## src/rtl/pflash_host_ctrl.sv

```systemverilog
module pflash_host_ctrl #(
  parameter int CLK_NS   = 10,
  parameter int T_WC_NS  = 70,
  parameter int T_WP_NS  = 35,
  parameter int T_WPH_NS = 20,
  parameter int T_AH_NS  = 45,
  parameter int T_DS_NS  = 30,
  parameter int T_ACC_NS = 70,
  parameter int T_OE_NS  = 35,
  parameter int T_DF_NS  = 20,
  parameter int AW       = 17,
  parameter int LANES    = 4,
  parameter int PCW      = 20
) (
  input  logic              clk,
  input  logic              rst_n,
  input  logic              req_valid,
  output logic              req_ready,
  input  logic              req_write,
  input  logic              req_poll,
  input  logic [LANES-1:0]  req_lanes,
  input  logic [AW-1:0]     req_addr,
  input  logic [8*LANES-1:0] req_wdata,
  input  logic [PCW-1:0]    poll_limit,
  output logic              done,
  output logic [8*LANES-1:0] done_rdata,
  output logic              done_timeout,
  output logic [AW-1:0]     fl_addr,
  output logic [LANES-1:0]  fl_ce_n,
  output logic [LANES-1:0]  fl_we_n,
  output logic              fl_oe_n,
  output logic [8*LANES-1:0] fl_dq_o,
  output logic              fl_dq_oe,
  input  logic [8*LANES-1:0] fl_dq_i
);

  function automatic int cyc(int ns);
    return (ns + CLK_NS - 1) / CLK_NS;
  endfunction

  function automatic int imax(int a, int b);
    return (a > b) ? a : b;
  endfunction

  localparam int DW     = 8 * LANES;
  localparam int TW     = 16;
  localparam int WPUL_C = imax(imax(cyc(T_WP_NS), cyc(T_DS_NS)), 1);
  localparam int WREC_C = imax(imax(cyc(T_WPH_NS), cyc(T_AH_NS) - WPUL_C),
                               imax(cyc(T_WC_NS) - 1 - WPUL_C, 1));
  localparam int ROE_C  = imax(imax(cyc(T_ACC_NS) - 1, cyc(T_OE_NS)), 1);
  localparam int RREL_C = imax(cyc(T_DF_NS), 1);

  typedef enum logic [2:0] {
    S_IDLE, S_WSET, S_WPUL, S_WREC, S_RADR, S_ROE, S_RREL
  } st_t;

  st_t              st;
  logic [TW-1:0]    tmr;
  logic [AW-1:0]    a_q;
  logic [LANES-1:0] lane_q;
  logic [DW-1:0]    wd_q, rd_q, prev_q, lmask, smask;
  logic             poll_q, have_prev;
  logic [PCW-1:0]   pcnt;
  logic             match, over;

  for (genvar g = 0; g < LANES; g++) begin : g_mask
    assign lmask[8*g +: 8] = {8{lane_q[g]}};
    assign smask[8*g +: 8] = {1'b0, lane_q[g], 6'b0};
  end

  assign req_ready = (st == S_IDLE);
  assign fl_addr   = a_q;
  assign fl_dq_o   = wd_q;
  assign fl_dq_oe  = (st == S_WSET) || (st == S_WPUL) || (st == S_WREC);
  assign fl_ce_n   = (fl_dq_oe || st == S_RADR || st == S_ROE) ? ~lane_q : '1;
  assign fl_we_n   = (st == S_WPUL) ? ~lane_q : '1;
  assign fl_oe_n   = (st != S_ROE);
  assign match     = have_prev && (((rd_q ^ prev_q) & smask) == '0);
  assign over      = ({1'b0, pcnt} + 1'b1) >= {1'b0, poll_limit};

  always_ff @(posedge clk) begin
    if (!rst_n) begin
      st           <= S_IDLE;
      tmr          <= '0;
      a_q          <= '0;
      lane_q       <= '0;
      wd_q         <= '0;
      rd_q         <= '0;
      prev_q       <= '0;
      poll_q       <= 1'b0;
      have_prev    <= 1'b0;
      pcnt         <= '0;
      done         <= 1'b0;
      done_rdata   <= '0;
      done_timeout <= 1'b0;
    end else begin
      done         <= 1'b0;
      done_timeout <= 1'b0;
      if (st != S_IDLE && pcnt != '1) pcnt <= pcnt + 1'b1;
      case (st)
        S_IDLE: if (req_valid) begin
          a_q       <= req_addr;
          lane_q    <= req_lanes;
          wd_q      <= req_wdata;
          poll_q    <= req_poll;
          have_prev <= 1'b0;
          pcnt      <= '0;
          st        <= (req_write && !req_poll) ? S_WSET : S_RADR;
        end
        S_WSET: begin
          st  <= S_WPUL;
          tmr <= TW'(WPUL_C - 1);
        end
        S_WPUL:
          if (tmr == '0) begin
            st  <= S_WREC;
            tmr <= TW'(WREC_C - 1);
          end else tmr <= tmr - 1'b1;
        S_WREC:
          if (tmr == '0) begin
            st         <= S_IDLE;
            done       <= 1'b1;
            done_rdata <= '0;
          end else tmr <= tmr - 1'b1;
        S_RADR: begin
          st  <= S_ROE;
          tmr <= TW'(ROE_C - 1);
        end
        S_ROE:
          if (tmr == '0) begin
            rd_q <= fl_dq_i & lmask;
            st   <= S_RREL;
            tmr  <= TW'(RREL_C - 1);
          end else tmr <= tmr - 1'b1;
        S_RREL:
          if (tmr != '0) tmr <= tmr - 1'b1;
          else if (!poll_q || match || over) begin
            st           <= S_IDLE;
            done         <= 1'b1;
            done_rdata   <= rd_q;
            done_timeout <= poll_q && !match;
          end else begin
            prev_q    <= rd_q;
            have_prev <= 1'b1;
            st        <= S_RADR;
          end
        default: st <= S_IDLE;
      endcase
    end
  end

endmodule

```

## config.mk

```make
export PLATFORM = sky130hd
export DESIGN_NAME = pflash_host_ctrl
export DESIGN_NICKNAME = d
export VERILOG_FILES = /design/src/rtl/pflash_host_ctrl.sv
export SDC_FILE = /design/constraint.sdc
export NUM_CORES = 1
export LEC_CHECK = 0
export CORE_MARGIN = 2
export CORE_UTILIZATION = 57
export DETAILED_ROUTE_END_ITERATION = 12
export DONT_BUFFER_PORTS = 1
export HOLD_SLACK_MARGIN = 0.02
export PLACE_DENSITY = 0.8
export RECOVER_POWER = 25
export SYNTH_ARGS = -nofsm -noshare
export SYNTH_HDL_FRONTEND = slang
export SYNTH_SLANG_ARGS = --single-unit
```

## constraint.sdc

```tcl
create_clock -name clk -period 3.1 [get_ports clk]
set_input_delay 0.155 -clock clk [delete_from_list [all_inputs] [get_ports clk]]
set_output_delay 0.155 -clock clk [all_outputs]
set_load 0.01 [all_outputs]
```

==> results.ini, run 1 <==
[yosys]
syn-num-nets = 993
synth_seq_cells = 164
syn_inst = 861
synth_area_um2 = 7200
syn_area_per_cell_um2 = 8.36
synthArstFlopShare_pct = 0
synth_warnings = 0
synth-edff-count = 0
seq_area_frac_synth_pct = 45.6
ys_types = 58
synthFlopType = dfxtp_1

[drt]
first_pass_iters = 6
drt-vias-per-instance = 5.74
drt-total-wl_um = 21900
via_count = 6832
initialDrtViolationCount = 460
avgRoutedWirePerCell_um = 18.4
drt.antenna.violating_nets = 0
drc = 0

[floorplanning]
start_util_pct = 57.7
die_w_um = 116
die-area_um2 = 13500
core-area_um2 = 12500
num_rows = 41
die_h_um = 116
io_pins = 204

[worst_setup_path]
cp.required_ns = 3.47
ff2ff_setup_slack_ns = -0.42
crit_chain = ha_4 -> nand3_4 -> nor4_4 -> buf_4 -> nand3_4 -> nor2_1 -> xor2_1 -> ha_1 -> a21o_1 -> a221oi_2 -> o2111ai_2 -> buf_4 -> o21ai_4 -> a21o_4 -> a32o_2
worstPathArrival_ns = 3.89
crit_fanout = 8
crit_type = reg -> reg
critical_path_buf_inv_count = 2
worst_setup_path_start_kind = flop
reg2reg_to = done_rdata[0]
cpLargestDelayFamily = compound AO/OA/AOI/OAI gates
reg2regPathDepth = 15
worst-path-stages = 15
crit_start = pcnt[1]
endpoint_kind = flop
cp_slowest_cell = nor4_4
worstSetupEndpoint = done_rdata[0]
reg2reg_from = pcnt[1]
critPathMaxStageDelay_ns = 0.37

[cells_and_area]
layout_commonest_cell = nand2_1
nNetsFinal = 1135
fill_cells = 821
multi_input_area_um2 = 3820
drive_above_1_share_pct = 18.8
utilization_pct = 77.4
regArea_um2 = 3290
final_area_um2 = 9650
syn2layout_area_growth_pct = 34.1
layout_common_cells = nand2_1, dfxtp_1, a21oi_1

[timing]
finalSetupTns_ns = -14.35
setup_violations = 40
holdWs_ns = 0.0407
finalWorstSetupSlack_ns = -0.423
slew_headroom_pct = 55.8
final_hold_viol_count = 0
rsz0062_at_grt = yes
clock_skew_ns = 0.00964
slew_viol_final = 0
period_share_pct = 114
max_freq_mhz = 284
worst_pin_slew_ns = 0.660
fin_crit_ns = 3.52

[global_routing]
gr-total-overflow = 0
grt_use_total_pct = 31.0
grt_start_max_net_pins = 49
grt_pass1_wl_um = 32200
antenna_found_initial = 1
grt_pass1_vias = 6586

[clock_network]
cts_made_buffers = 17
clock_path_buffers = 2
cts_sinks = 164
cts_tree = built
clk_pin_slew_ns = 0.06
cts_root_buffer = clkbuf_16
clk_latency_ns = 0.43
htreeDepth = 4

[place]
place_congestion = 0.908
dpl_cell_area_um2 = 7610
port_buffers = 0
place_hpwl_um = 12000

[power]
vdd_drop_max_v = 0.000757
p_leak_uw = 0.00388
power_density_nw_per_um2 = 754

[min_path]
hp-start = rst_n
hold_path_class = in -> reg

[flow_run]
maxCapViolCount = 0

[outcome]
violations = setup timing
status = complete, but fails checks

-- through the flow --
step	cells	total power, uW	worst slack (ns)
2_1_floorplan	861	4430	0.00360
3_3_place_gp	1031	4840	-0.156
3_5_place_dp	1031	4880	-0.300
4_1_cts	1179	7170	-0.191
5_1_grt	1189	7660	-0.555
6_report	1190	7270	-0.423
-- synthesized netlist by cell type, types with 2 or more instances --
cell type  count  area [um^2]
a211oi_1       3         22.5
a21oi_1      112          561
a31oi_1        5         31.3
a32o_1         3         30.0
a32o_2        29          327
and2b_1        2         15.0
buf_2          2         10.0
buf_4          2         15.0
buf_6          7         78.8
clkbuf_1      43          161
dfxtp_1      164         3280
ha_1          22          275
inv_1         27          101
mux2i_1        4         40.0
nand2_1      194          728
nand2b_1       4         25.0
nand3_1       47          235
nand3b_1       4         30.0
nand4_1        7         43.8
nor2_1        59          221
nor2b_1        2         12.5
nor3_1         8         40.0
nor4_1         3         18.8
nor4_4         2         42.5
o21ai_0       18         90.1
o221ai_1       2         17.5
o31ai_1        2         15.0
or2_1          2         12.5
or2_2          4         25.0
or3_1          8         50.1
or4_1          2         15.0
xnor2_1       20          175
xor2_1        23          201
-- layout make-up --
class                   count  share of cell area (%)
clock inverters            11                    1.31
inverters                  28                    1.09
diodes                      2                  0.0519
multi-input cells         618                    39.6
flip-flops and latches    164                    34.1
well taps                 172                    2.23
repair buffers            174                    16.7
clock buffers              21                    4.88
-- state kept, by name (all words and copies together) (netlist names), 3 cells and up --
register,flops
fl_dq_o,32
rd_q,32
done_rdata,32
st,3
fl_addr,17
tmr,16
prev_q,4
pcnt,20
lane_q,4
-- power breakdown --
| group | switching [uW] | leakage [uW] | total, uW | internal (uW) |
|---|---|---|---|---|
| clock | 860 | 0.000282 | 2110 | 1250 |
| combinational | 1470 | 0.00227 | 2390 | 919 |
| sequential | 363 | 0.00133 | 2770 | 2400 |
-- routing by layer --
metal / up-vias / routed length [um] / global-route usage [%]
met5: - / 0 / 0
met4: 0 / 700 / 16.4
met3: 63 / 1800 / 10.3
met2: 327 / 10900 / 52.0
met1: 3192 / 8520 / 35.1
li1: 3250 / - / -
-- worst min path at each step --
| stage | end | slack [ns] | depth (start not counted) |
|---|---|---|---|
| floorplan | poll_q | 0.29 | 2 |
| global placement | fl_addr[0] | 0.29 | 2 |
| detailed placement | fl_dq_o[9] | 0.30 | 2 |
| CTS | st[2] | -0.11 | 1 |
| global route | rd_q[21] | 0.03 | 2 |
| finish | rd_q[28] | 0.04 | 2 |
-- kinds of logic (layout without fill, tap and decap cells) --
logic type,Yosys count,in the layout,share of synthesized area [%]
flip-flops,164,164,45.6
multiplexers,4,4,0.556
other,0,2,0
AND/OR/NAND/NOR,355,355,22.0
AO/OA/AOI/OAI,189,193,17.4
XOR/XNOR,43,43,5.23
buffers and inverters,83,234,5.20
adder cells (fa/ha/maj),23,23,3.98
-- timing repair --
item / 4_1_cts / 5_1_grt
resized for setup: 29 / 24
pin swaps: 54 / 37
hold buffers: 97 / 1
endpoints found under the hold margin: 126 / 33
cloned: 5 / 1
endpoints found under the setup margin: 39 / 40
buffers inserted: 14 / 12
No activity file was read; power rests on OpenSTA's default activity.
==> run 2: changes to the inputs <==
--- a/config.mk
+++ b/config.mk
@@ -10,6 +10,7 @@
 export DETAILED_ROUTE_END_ITERATION = 12
 export DONT_BUFFER_PORTS = 1
 export HOLD_SLACK_MARGIN = 0.02
+export MAX_ROUTING_LAYER = met4
 export PLACE_DENSITY = 0.8
 export RECOVER_POWER = 25
 export SYNTH_ARGS = -nofsm -noshare
==> run 2 against run 1 <==
Final cell count is the same. Critical path depth unchanged. The run still ends with setup timing left. Largest power group unchanged. Clock power hardly changed. Non-clock buffer count unchanged. Highest routed layer unchanged.
==> results.ini, run 2 (synthesis gave the netlist of run 1 again) <==
[outcome]
status = complete, but fails checks
violations = setup timing

[timing]
clock_skew_ns = 0.00782  ; -0.00182 ns
slew_headroom_pct = 55.7  ; about the same
period_share_pct = 114  ; about the same
rsz0062_at_grt = yes
max_freq_mhz = 284  ; about the same
holdWs_ns = 0.0421  ; +0.00140 ns
slew_viol_final = 0  ; unchanged
worst_pin_slew_ns = 0.661  ; +0.000717 ns
final_hold_viol_count = 0  ; unchanged
setup_violations = 40  ; unchanged
finalWorstSetupSlack_ns = -0.423  ; +0.000357 ns
fin_crit_ns = 3.52  ; -0.000357 ns

[cells_and_area]
layout_common_cells = nand2_1, dfxtp_1, a21oi_1
fill_cells = 822  ; +0.12%
finalNonFillerCells = 1190  ; unchanged
drive_above_1_share_pct = 18.8  ; unchanged
syn2layout_area_growth_pct = 34.1  ; unchanged
layout_commonest_cell = nand2_1
nNetsFinal = 1135  ; unchanged

[place]
place_congestion = 0.924  ; +1.7%
place_inst = 1031  ; unchanged
place_ws_ns = -0.300  ; unchanged
place_hpwl_um = 12000  ; unchanged
port_buffers = 0  ; unchanged

[clock_network]
cts_sinks = 164  ; unchanged
cts_tree = built
clock_path_buffers = 2  ; unchanged
cts_root_buffer = clkbuf_16
clk_latency_ns = 0.43  ; about the same
clk_pin_slew_ns = 0.06  ; about the same
htreeDepth = 4  ; unchanged
cts_made_buffers = 17  ; unchanged

[power]
p_leak_uw = 0.00388  ; about the same
p_total_uw = 7250  ; -0.29%
power_density_nw_per_um2 = 751  ; -0.29%
vdd_drop_max_v = 0.000755  ; -0.21%

[worst_setup_path]
crit_type = reg -> reg
endpoint_kind = flop
worst_setup_path_start_kind = flop
worstPathArrival_ns = 3.89  ; about the same
crit_fanout = 8  ; unchanged
cp.required_ns = 3.47  ; about the same

[min_path]
hold_path_class = in -> reg

[floorplanning]
core-area_um2 = 12500  ; unchanged
die-area_um2 = 13500  ; unchanged
io_pins = 204  ; unchanged
die_w_um = 116  ; unchanged
num_rows = 41  ; unchanged
start_util_pct = 57.7  ; unchanged
die_h_um = 116  ; unchanged

[flow_run]
maxCapViolCount = 0  ; unchanged

[global_routing]
grt_pass1_vias = 6587  ; +0.015%
grt_start_max_net_pins = 49  ; unchanged
antenna_found_initial = 1  ; unchanged
gr-total-overflow = 0  ; unchanged
grt_use_total_pct = 31.9  ; +0.94 points
grt_pass1_wl_um = 32200  ; about the same

[drt]
initialDrtViolationCount = 481  ; +4.6%
drt.antenna.violating_nets = 0  ; unchanged
drt-vias-per-instance = 5.74  ; about the same
avgRoutedWirePerCell_um = 18.3  ; -0.43%
drc = 0  ; unchanged
first_pass_iters = 5  ; -1
drt-total-wl_um = 21800  ; -0.43%
via_count = 6831  ; -0.015%

## run 2: cell counts in the layout (fill, tap and decap cells not counted)
No cell type changed its count.
## run 2: routing by layer
metal	track usage (%)	routed length, um	vias to the layer above
met2	51.9	10700	315
met3	8.41	1760	71
li1	-	-	3251
met4	17.9	841	0
met5	-	0	-
met1	35.6	8470	3194
## run 2: area by class of cell
cell class	instances	area (um^2)	area share, %
Multi-Input combinational cell	618	3820	39.6
Inverter	28	105	1.09
Tap cell	172	215	2.23
Sequential cell	164	3290	34.1
Antenna cell	2	5.00	0.0519
Clock buffer	21	470	4.88
Timing Repair Buffer	174	1610	16.7
Clock inverter	11	126	1.31
## run 2: power by group
part / switching (uW) / internal, uW
registers: 364 / 2400
clock network: 850 / 1250
logic: 1460 / 919
total: 2680 / 4570
## run 2: critical path, stage by stage, from the launching register on
cell       delay, ns
dfxtp_2         0.35
ha_4            0.15
nand3_4         0.08
nor4_4          0.37
buf_4           0.19
nand3_4         0.08
nor2_1          0.17
xor2_1          0.22
ha_1            0.28
a21o_1          0.17
a221oi_2        0.28
o2111ai_2       0.20
buf_4           0.21
o21ai_4         0.25
a21o_4          0.25
a32o_2          0.21
## run 2: what timing repair did
| item | 4_1_cts | 5_1_grt |
|---|---|---|
| endpoints found under the setup margin | 39 | 40 |
| buffers inserted | 14 | 12 |
| gates cloned | 5 | 1 |
| resized for setup | 29 | 24 |
| hold buffers | 97 | 1 |
| pin swaps | 54 | 38 |
| endpoints found under the hold margin | 126 | 33 |
## run 2: path summary, 6_finish.rpt
kind                 from  slack, ns             to  depth (start not counted)
setup / recovery  pcnt[1]      -0.42  done_rdata[0]                         15
hold / removal      rst_n       0.04        rd_q[3]                          2
setup reg to reg  pcnt[1]      -0.42  done_rdata[0]                         15
hold reg to reg   rd_q[9]       0.45        rd_q[9]                          2
## run 2: through the flow
step,utilization [%],area (um^2),setup TNS (ns)
final,77.4,9650,-14.59
after CTS,76.0,9470,-5.86
after global routing,77.4,9650,-19.67
after detailed placement,61.0,7610,-10.37
after floorplan,-,7250,0
after global placement,61.0,7610,-5.31
==> run 3: changes to the inputs <==
--- a/config.mk
+++ b/config.mk
@@ -6,13 +6,15 @@
 export NUM_CORES = 1
 export LEC_CHECK = 0
 export CORE_MARGIN = 2
-export CORE_UTILIZATION = 57
+export CORE_UTILIZATION = 35
+export CTS_CLUSTER_SIZE = 28
 export DETAILED_ROUTE_END_ITERATION = 12
 export DONT_BUFFER_PORTS = 1
 export HOLD_SLACK_MARGIN = 0.02
 export MAX_ROUTING_LAYER = met4
-export PLACE_DENSITY = 0.8
+export PLACE_DENSITY = 0.56
 export RECOVER_POWER = 25
+export SKIP_LAST_GASP = 1
 export SYNTH_ARGS = -nofsm -noshare
 export SYNTH_HDL_FRONTEND = slang
 export SYNTH_SLANG_ARGS = --single-unit
==> run 3 against run 2 <==
The flow still finishes with violations (setup timing). Sequential power fell by 1%. Setup slack improved by 0.24 ns. Total power grew 2.9%. Flip-flop and latch count stayed put. Register-to-register slack better by 0.24 ns. Fmax rose by 7.2%. Critical endpoint is now done_rdata[26].
==> results.ini, run 3 (synthesis gave the netlist of run 1 again) <==
[outcome]
status = complete, but fails checks
violations = setup timing

[global_routing]
grt_busiest_layer = met2
grt_pass1_wl_um = 33700  ; +4.7%
antenna_found_initial = 2  ; +1
grt_use_total_pct = 20.0  ; -12 points
grt_pass1_vias = 6610  ; +0.35%
grt.met3_usage_pct = 5.68  ; -2.7 points
use_met1_pct = 24.1  ; -11 points
grt_start_max_net_pins = 74  ; +51%
gr-total-overflow = 0  ; unchanged
grt_use_met2_pct = 33.3  ; -19 points

[clock_network]
htreeDepth = 4  ; unchanged
cts_root_buffer = clkbuf_16
cts_sinks = 164  ; unchanged
cts_made_buffers = 17  ; unchanged
clk_latency_ns = 0.43  ; about the same
clk_pin_slew_ns = 0.07  ; about the same
clock_path_buffers = 2  ; unchanged
cts_tree = built

[worst_setup_path]
crit_fanout = 8  ; unchanged
worst_setup_path_start_kind = flop
worstPathArrival_ns = 3.60  ; -0.29 ns
crit_type = reg -> reg
endpoint_kind = flop
cp.required_ns = 3.42  ; -0.05 ns
ff2ff_setup_slack_ns = -0.19  ; +0.24 ns

[timing]
slew_headroom_pct = 30.5  ; -25 points
finalWorstSetupSlack_ns = -0.187  ; +0.236 ns
period_share_pct = 106  ; -7.6 points
final_hold_viol_count = 0  ; unchanged
slew_viol_final = 0  ; unchanged
fin_crit_ns = 3.29  ; -0.236 ns
clock_skew_ns = 0.0149  ; +0.00707 ns
rsz0062_at_grt = yes
worst_pin_slew_ns = 1.04  ; +0.377 ns
max_freq_mhz = 304  ; +7.2%
setup_violations = 38  ; -5.0%

[power]
vdd_drop_max_v = 0.000447  ; -41%
p_leak_uw = 0.00391  ; +0.71%
power_density_nw_per_um2 = 766  ; +1.9%
p_total_uw = 7460  ; +2.9%

[drt]
avgRoutedWirePerCell_um = 16.4  ; -11%
drt-vias-per-instance = 5.12  ; -11%
drc = 0  ; unchanged
via_count = 6538  ; -4.3%
drt.antenna.violating_nets = 0  ; unchanged
first_pass_iters = 4  ; -1
drt-total-wl_um = 20900  ; -4.0%
initialDrtViolationCount = 261  ; -46%

[cells_and_area]
fill_cells = 1896  ; +130%
final_area_um2 = 9730  ; +0.89%
drive_above_1_share_pct = 19.1  ; +0.29 points
nNetsFinal = 1125  ; -0.88%
layout_common_cells = nand2_1, dfxtp_1, a21oi_1
syn2layout_area_growth_pct = 35.3
layout_commonest_cell = nand2_1

[floorplanning]
die-area_um2 = 21700  ; +60%
die_w_um = 147  ; +27%
io_pins = 204  ; unchanged
start_util_pct = 35.6  ; -22 points
die_h_um = 147  ; +27%
core-area_um2 = 20200  ; +62%
num_rows = 52  ; +27%

[place]
place_congestion = 0.805  ; -13%
place_hpwl_um = 13200  ; +9.5%
dpl_cell_area_um2 = 7810  ; +2.7%
port_buffers = 0  ; unchanged
place_ws_ns = -0.268  ; +0.0319 ns

[flow_run]
maxCapViolCount = 0  ; unchanged

[min_path]
hold_path_class = in -> reg

run 3: stage by stage:
stage / util, % / hold WS, ns / instances / setup TNS (ns)
2_1_floorplan: - / 0.291 / 861 / 0
4_1_cts: 47.8 / 0.0582 / 1275 / -4.64
5_1_grt: 48.1 / 0.0778 / 1278 / -11.41
3_5_place_dp: 38.6 / 0.299 / 1138 / -9.28
6_report: 48.1 / 0.0701 / 1278 / -5.10
3_3_place_gp: 38.6 / 0.292 / 1138 / -8.27
run 3: metal layers:
layer	up-vias	wire length, um	share of wire [%]
li1	3236	-	-
met1	3063	9180	44
met2	223	10100	48
met3	16	1500	7.2
met4	0	195	0.93
met5	-	0	0
run 3: final timing paths:
check,from,to,depth (start not counted)
setup / recovery,pcnt[0],done_rdata[26],15
hold / removal,req_valid,have_prev,4
setup reg to reg,pcnt[0],done_rdata[26],15
hold reg to reg,rd_q[5],rd_q[5],2
run 3: cell type report:
class	instances	area (um^2)	share of cell area [%]
Multi-Input combinational cell	618	3790	38.9
Antenna cell	2	5.00	0.0514
Clock inverter	13	204	2.10
Inverter	28	105	1.08
Clock buffer	19	453	4.65
Timing Repair Buffer	164	1540	15.9
Tap cell	270	338	3.47
Sequential cell	164	3290	33.8
run 3: critical path, cell delays in order (launching register included):
cell	delay (ns)
dfxtp_2	0.36
ha_4	0.15
nand3_4	0.09
or2_4	0.24
inv_2	0.07
nand3_4	0.08
xnor2_2	0.15
ha_1	0.31
nand4_1	0.17
nor3_2	0.24
o31ai_2	0.12
a311oi_4	0.34
o21ai_2	0.16
buf_4	0.17
a21o_4	0.26
a32o_2	0.27
run 3: where the power goes:
group / switching [uW] / total [uW] / internal [uW] / leakage (uW)
combinational: 1470 / 2360 / 895 / 0.00225
clock: 942 / 2370 / 1420 / 0.000324
sequential: 327 / 2730 / 2400 / 0.00133
run 3: repair_timing:
action / 4_1_cts / 5_1_grt
endpoints found under the setup margin: 40 / 40
hold buffers: 87 / 0
gates resized for setup: 31 / 12
endpoints found under the hold margin: 126 / 0
buffers inserted: 13 / 1
pin swaps: 22 / 20
gates cloned: 7 / 0
